===== src/rtl/irsir_pkg.sv =====
package irsir_pkg;

   typedef enum logic {
      PW_RATIO = 1'b0,
      PW_FIXED = 1'b1
   } pw_sel_e;

   // Whole clock cycles covering a time in ns at a clock in kHz, rounded up.
   function automatic int unsigned fixed_cycles(input int unsigned t_ns,
                                                input int unsigned f_khz);
      logic [63:0] prod;
      prod = 64'(t_ns) * 64'(f_khz) + 64'd999999;
      return 32'(prod / 64'd1000000);
   endfunction

endpackage


===== src/rtl/irsir_bit_phase.sv =====
module irsir_bit_phase #(
   parameter int OVS = 16
) (
   input  logic clk,
   input  logic rst_n,
   input  logic tick,
   input  logic tx_active,
   output logic bit_start
);
   localparam int PW = $clog2(OVS);
   localparam logic [PW-1:0] PH_LAST = PW'(OVS - 1);

   logic [PW-1:0] phase_q;
   logic          in_frame_q;

   // First tick of a frame, or the tick after the last phase of a bit.
   assign bit_start = tick && tx_active && (!in_frame_q || (phase_q == PH_LAST));

   always_ff @(posedge clk) begin
      if (!rst_n) begin
         phase_q    <= '0;
         in_frame_q <= 1'b0;
      end else if (tick) begin
         in_frame_q <= tx_active;
         if (bit_start || !tx_active)
            phase_q <= '0;
         else
            phase_q <= phase_q + PW'(1);
      end
   end
endmodule


===== src/rtl/irsir_pulse_gen.sv =====
module irsir_pulse_gen
   import irsir_pkg::*;
#(
   parameter int          PULSE_TICKS  = 3,
   parameter int unsigned FIX_CYC      = 400,
   parameter bit          ENABLE_FIXED = 1'b1
) (
   input  logic clk,
   input  logic rst_n,
   input  logic tick,
   input  logic bit_start,
   input  logic tx_bit,
   input  logic pw_sel,
   output logic tx_pulse
);
   localparam int RW = $clog2(PULSE_TICKS + 1);
   localparam logic [RW-1:0] RT_LAST = RW'(PULSE_TICKS - 1);

   pw_sel_e       mode_q;
   pw_sel_e       mode_eff;
   logic          active_q;
   logic [RW-1:0] rcnt_q;
   logic          fix_done;
   logic          ratio_done;
   logic          pulse_go;
   logic          pulse_done;

   assign pulse_go   = bit_start && !tx_bit;
   assign ratio_done = tick && (rcnt_q == RT_LAST);
   assign pulse_done = (mode_q == PW_FIXED) ? fix_done : ratio_done;

   generate
      if (ENABLE_FIXED) begin : g_fixed
         localparam int FW = $clog2(FIX_CYC + 1);
         localparam logic [FW-1:0] FX_LAST = FW'(FIX_CYC - 1);
         logic [FW-1:0] fcnt_q;

         assign mode_eff = pw_sel_e'(pw_sel);
         assign fix_done = (fcnt_q == FX_LAST);

         always_ff @(posedge clk) begin
            if (!rst_n)
               fcnt_q <= '0;
            else if (pulse_go)
               fcnt_q <= '0;
            else if (active_q && !fix_done)
               fcnt_q <= fcnt_q + FW'(1);
         end
      end else begin : g_ratio_only
         logic unused_sel;
         assign unused_sel = pw_sel;
         assign mode_eff   = PW_RATIO;
         assign fix_done   = 1'b0;
      end
   endgenerate

   always_ff @(posedge clk) begin
      if (!rst_n) begin
         active_q <= 1'b0;
         mode_q   <= PW_RATIO;
         rcnt_q   <= '0;
      end else if (pulse_go) begin
         active_q <= 1'b1;
         mode_q   <= mode_eff;
         rcnt_q   <= '0;
      end else if (active_q) begin
         if (pulse_done)
            active_q <= 1'b0;
         else if (tick && (mode_q == PW_RATIO))
            rcnt_q <= rcnt_q + RW'(1);
      end
   end

   assign tx_pulse = active_q;
endmodule


===== src/rtl/irsir_rx_gate.sv =====
module irsir_rx_gate #(
   parameter int   OVS          = 16,
   parameter logic RX_BLOCK_LVL = 1'b0
) (
   input  logic clk,
   input  logic rst_n,
   input  logic tick,
   input  logic tx_active,
   input  logic rx_dis,
   input  logic rx_in,
   output logic rx_out
);
   localparam int HW = $clog2(OVS + 1);

   logic [HW-1:0] hold_q;
   logic          blocked;

   assign blocked = rx_dis || tx_active || (hold_q != '0);

   always_ff @(posedge clk) begin
      if (!rst_n) begin
         hold_q <= '0;
         rx_out <= RX_BLOCK_LVL;
      end else begin
         if (tx_active)
            hold_q <= HW'(OVS);
         else if (tick && (hold_q != '0))
            hold_q <= hold_q - HW'(1);
         rx_out <= blocked ? RX_BLOCK_LVL : rx_in;
      end
   end
endmodule


===== src/rtl/irsir_sir_codec.sv =====
module irsir_sir_codec #(
   parameter int          OVS          = 16,
   parameter int          PULSE_TICKS  = 3,
   parameter int unsigned PULSE_NS     = 1600,
   parameter int unsigned CLK_KHZ      = 250000,
   parameter bit          ENABLE_FIXED = 1'b1,
   parameter logic        RX_BLOCK_LVL = 1'b0
) (
   input  logic clk,
   input  logic rst_n,
   input  logic baud_tick16,
   input  logic tx_active,
   input  logic tx_bit,
   input  logic pw_sel,
   input  logic rx_dis,
   input  logic xcvr_mode,
   input  logic ir_rx_in,
   output logic ir_tx_pulse,
   output logic rx_gated,
   output logic xcvr_sd
);
   localparam int unsigned FIX_CYC = irsir_pkg::fixed_cycles(PULSE_NS, CLK_KHZ);

   generate
      if (OVS < 4) begin : g_bad_ovs
         $error("OVS must be at least 4");
      end
      if (PULSE_TICKS < 1 || PULSE_TICKS >= OVS) begin : g_bad_ticks
         $error("PULSE_TICKS must lie in 1..OVS-1");
      end
      if (ENABLE_FIXED && FIX_CYC < 1) begin : g_bad_fix
         $error("fixed pulse must span at least one clock");
      end
   endgenerate

   logic bit_start;

   irsir_bit_phase #(.OVS(OVS)) u_phase (
      .clk       (clk),
      .rst_n     (rst_n),
      .tick      (baud_tick16),
      .tx_active (tx_active),
      .bit_start (bit_start)
   );

   irsir_pulse_gen #(
      .PULSE_TICKS  (PULSE_TICKS),
      .FIX_CYC      (FIX_CYC),
      .ENABLE_FIXED (ENABLE_FIXED)
   ) u_pulse (
      .clk       (clk),
      .rst_n     (rst_n),
      .tick      (baud_tick16),
      .bit_start (bit_start),
      .tx_bit    (tx_bit),
      .pw_sel    (pw_sel),
      .tx_pulse  (ir_tx_pulse)
   );

   irsir_rx_gate #(.OVS(OVS), .RX_BLOCK_LVL(RX_BLOCK_LVL)) u_rxg (
      .clk       (clk),
      .rst_n     (rst_n),
      .tick      (baud_tick16),
      .tx_active (tx_active),
      .rx_dis    (rx_dis),
      .rx_in     (ir_rx_in),
      .rx_out    (rx_gated)
   );

   always_ff @(posedge clk) begin
      if (!rst_n)
         xcvr_sd <= 1'b1;
      else
         xcvr_sd <= !xcvr_mode;
   end
endmodule


===== config.mk =====
export PLATFORM = sky130hd
export DESIGN_NAME = irsir_sir_codec
export DESIGN_NICKNAME = d
export VERILOG_FILES = /design/src/rtl/irsir_pkg.sv /design/src/rtl/irsir_bit_phase.sv /design/src/rtl/irsir_pulse_gen.sv /design/src/rtl/irsir_rx_gate.sv /design/src/rtl/irsir_sir_codec.sv
export SDC_FILE = /design/constraint.sdc
export NUM_CORES = 1
export LEC_CHECK = 0
export BUFFER_PORTS_ARGS = -buffer_cell sky130_fd_sc_hd__buf_2
export CAP_MARGIN = 20
export CORE_ASPECT_RATIO = 1.2
export CORE_MARGIN = 2
export CORE_UTILIZATION = 60
export DETAILED_ROUTE_END_ITERATION = 8
export GPL_TIMING_DRIVEN = 0
export PLACE_DENSITY = 0.81
export SLEW_MARGIN = 20
export SYNTH_ARGS = -nofsm -noshare
export SYNTH_HDL_FRONTEND = slang
export SYNTH_HIERARCHICAL = 1
export SYNTH_SLANG_ARGS = --single-unit

===== constraint.sdc =====
create_clock -name clk -period 4.2 [get_ports clk]
set_clock_uncertainty 0.15 [all_clocks]
set_input_delay 0.21 -clock clk [delete_from_list [all_inputs] [get_ports clk]]
set_output_delay 0.21 -clock clk [all_outputs]
set_load 0.01 [all_outputs]

==> impl_metrics.toml <==
[setup_path]
path_buf_inv = 2
critPathMaxStageDelay_ns = 0.57
critPathTopFamily = "simple AND/OR/NAND/NOR gates"
timing.critical_path.required_ns = 4.32
worst_ep_arrival_time_ns = 2.18
endpoint_kind_of_the_worst_setup_timing_path = "register"
worstPathMaxFanout = 4
critPathKind = "reg -> reg"
path_cells = "inv_1 -> ha_1 -> or4b_4 -> nor4_2 -> dlygate4sd3_1"
timing.critical_path.slowest_stage_cell = "sky130_fd_sc_hd__dlygate4sd3_1"
start_kind = "register"

[finish]
final-instance-count-excl-fill = 176
multi_input_area_sq_um = 689
area.sequential_sq_um = 500
num-fill-cells = 167
area.growth.synth_to_final_pct = 12.9
commonest_non_fill_non_tap_cell_in_the_layout = "sky130_fd_sc_hd__dfxtp_1"
nets = 170
final_layout_size_suffix_gt1_share_pct = 17.3
total_inserted_antenna_cells = 0
layout_common_cells = "sky130_fd_sc_hd__dfxtp_1 (25), sky130_fd_sc_hd__buf_2 (11), sky130_fd_sc_hd__inv_1 (10), sky130_fd_sc_hd__a21oi_1 (10)"

[detailed_routing]
ant_nets = 0
finalWirelength_um = 2310
detailedRoute.firstIterationViolations = 11
drtPass1Iterations = 4
route.detailed.wl_per_inst_um = 13.1
detail_routed_via_count_per_cell = 6.04
post_route_drc = 0
detailroute.via_count = 1063

[power]
ir_worst_vdd_mv = 0.251
power.density_cell_area_nw_per_um2 = 288
power_leakage_nw = 0.513
finalPower_mw = 0.404

[synth]
synth_warnings = 6
postSynth.topFlopCell = "sky130_fd_sc_hd__dfxtp_1"
ff_latch_count_synth = 25
yosys.cell_types.count = 40
synthesis.nets = 149
synth-seq-area-share_pct = 40.3
netlist_instances = 136
synth_enable_flop_cells = 0
synth-async-reset-ratio_pct = 0
syn-cell-area_sq_um = 1240
syn_area_per_cell_sq_um = 9.14

[die]
fp.dieW_um = 45.5
die_area_sq_um = 2450
floorplan.core_area_sq_um = 2000
start_util_pct = 62.0
fp.dieH_um = 53.9
core.rowCount = 18
ioPinCount = 12

[place]
place.gp.congestion = 0.827
portBuffers = 11
dp_hpwl_um = 1710
place_inst = 167

[clock_network]
clock_tree_from_tritoncts = "built"
path_clk_slew_ns = 0.14
cts_num_sinks = 25
cts-root-buf = "sky130_fd_sc_hd__clkbuf_4"
cells_resized_by_post_cts_repair = 0
cts_inserted_buffers = 3
htree_levels = 1
post-cts-setup-buffers = 0
clock_latency_ns = 0.31
max-clock-path-buffers = 2

[job]
drv.max_cap_violation_count = 0

[sta]
max_slew.worst_pin.slew_ns = 0.399
hold_viol_final = 0
maxClockFrequency_mhz = 484
layout_worst_path_cycle_share_pct = 49.2
final-max-slew-violation-count = 0
setup_viol = 0
rsz0062_at_grt = "false"
setup_total_negative_slack_ns = 0
slew_headroom_pct = 73.0
finalWorstPathRequiredPeriod_ns = 2.06

[outcome]
outcome = "completed"

[grt]
global_route.overflow_total = 0
pin_count_of_the_biggest_net_entering_global_routing = 16
grt.total_usage_pct = 20.7
first_pass_grt_wire_length_um = 3730
grt_pass1_vias = 996
grt_antenna_before_repair = 0

[worst_hold_path]
hold_class = "in -> reg"
## report_power, final
part / switching [mW] / leakage [nW] / internal (mW)
Combinational: 0.0252 / 0.296 / 0.0229
Clock: 0.0710 / 0.0139 / 0.0363
Sequential: 0.00564 / 0.203 / 0.243
## cell usage after synthesis (2+ instances only)
cell,count,area share (%)
sky130_fd_sc_hd__a211oi_1,4,2.4
sky130_fd_sc_hd__a21boi_0,2,1.2
sky130_fd_sc_hd__a21oi_1,10,4.0
sky130_fd_sc_hd__clkbuf_1,2,0.60
sky130_fd_sc_hd__dfxtp_1,25,40
sky130_fd_sc_hd__ha_1,4,4.0
sky130_fd_sc_hd__inv_1,10,3.0
sky130_fd_sc_hd__mux2i_1,2,1.6
sky130_fd_sc_hd__nand2_1,9,2.7
sky130_fd_sc_hd__nand2b_1,4,2.0
sky130_fd_sc_hd__nand3_1,5,2.0
sky130_fd_sc_hd__nand3b_1,4,2.4
sky130_fd_sc_hd__nand4_1,7,3.5
sky130_fd_sc_hd__nor2_1,6,1.8
sky130_fd_sc_hd__nor2b_1,2,1.0
sky130_fd_sc_hd__nor4_2,2,2.0
sky130_fd_sc_hd__nor4b_1,2,1.4
sky130_fd_sc_hd__o21ai_0,9,3.6
sky130_fd_sc_hd__or3_1,6,3.0
## worst paths after layout
path | cells after the start | from | slack, ns | endpoint
hold reg to reg | 2 | u_pulse/g_fixed.fcnt_q[8] | 0.35 | u_pulse/g_fixed.fcnt_q[8]
setup / recovery | 5 | u_rxg/hold_q[0] | 2.14 | u_rxg/rx_out
hold / removal | 2 | rst_n | 0.02 | u_phase/phase_q[0]
setup reg to reg | 5 | u_rxg/hold_q[0] | 2.14 | u_rxg/rx_out
## cells by family after synthesis
kind of cell    share of synthesized area (%)
compound gates                           18.7
xor+xnor                                0.705
fa+ha+maj                                4.03
buf+inv                                  4.23
flops                                    40.3
mux                                      1.61
simple gates                             30.4
## metrics by stage
stage / utilization [%] / instance area (sq um) / setup slack, ns / hold WS [ns]
after floorplan: - / 1240 / 2.53 / 0.122
after global placement: 66.0 / 1320 / 2.32 / 0.220
after detailed placement: 66.0 / 1320 / 2.26 / 0.228
after CTS: 70.0 / 1400 / 2.14 / 0.00497
after global routing: 70.0 / 1400 / 2.03 / 0.0122
final: 70.0 / 1400 / 2.14 / 0.0210
## per-layer routing
metal	track usage (%)	share of wire, %	up-vias
li1	-	-	542
met1	22.4	42	502
met2	38.0	54	17
met3	2.01	2.4	2
met4	11.8	0.87	0
met5	0	0	-
## final cells by class
class	count	area share, %
Buffer	3	1.07
Timing Repair Buffer	16	7.49
Tap cell	20	1.78
Inverter	10	2.68
Multi-Input combinational cell	98	49.2
Clock inverter	1	0.535
Clock buffer	3	1.61
Sequential cell	25	35.7
## flip-flops by register name (all words and copies together), names as in the netlist
name / flops
u_pulse/tx_pulse: 1
u_pulse/g_fixed.fcnt_q: 9
u_phase/in_frame_q: 1
u_rxg/hold_q: 5
u_phase/phase_q: 4
xcvr_sd: 1
u_pulse/rcnt_q: 2
u_pulse/mode_q: 1
u_rxg/rx_out: 1
## timing repair
| item | 4_1_cts | 5_1_grt |
|---|---|---|
| hold buffers | 5 | 0 |
| endpoints found under the hold margin | 3 | 0 |
| endpoints found under the setup margin | 0 | 0 |
(Power assumes the default switching activity.)
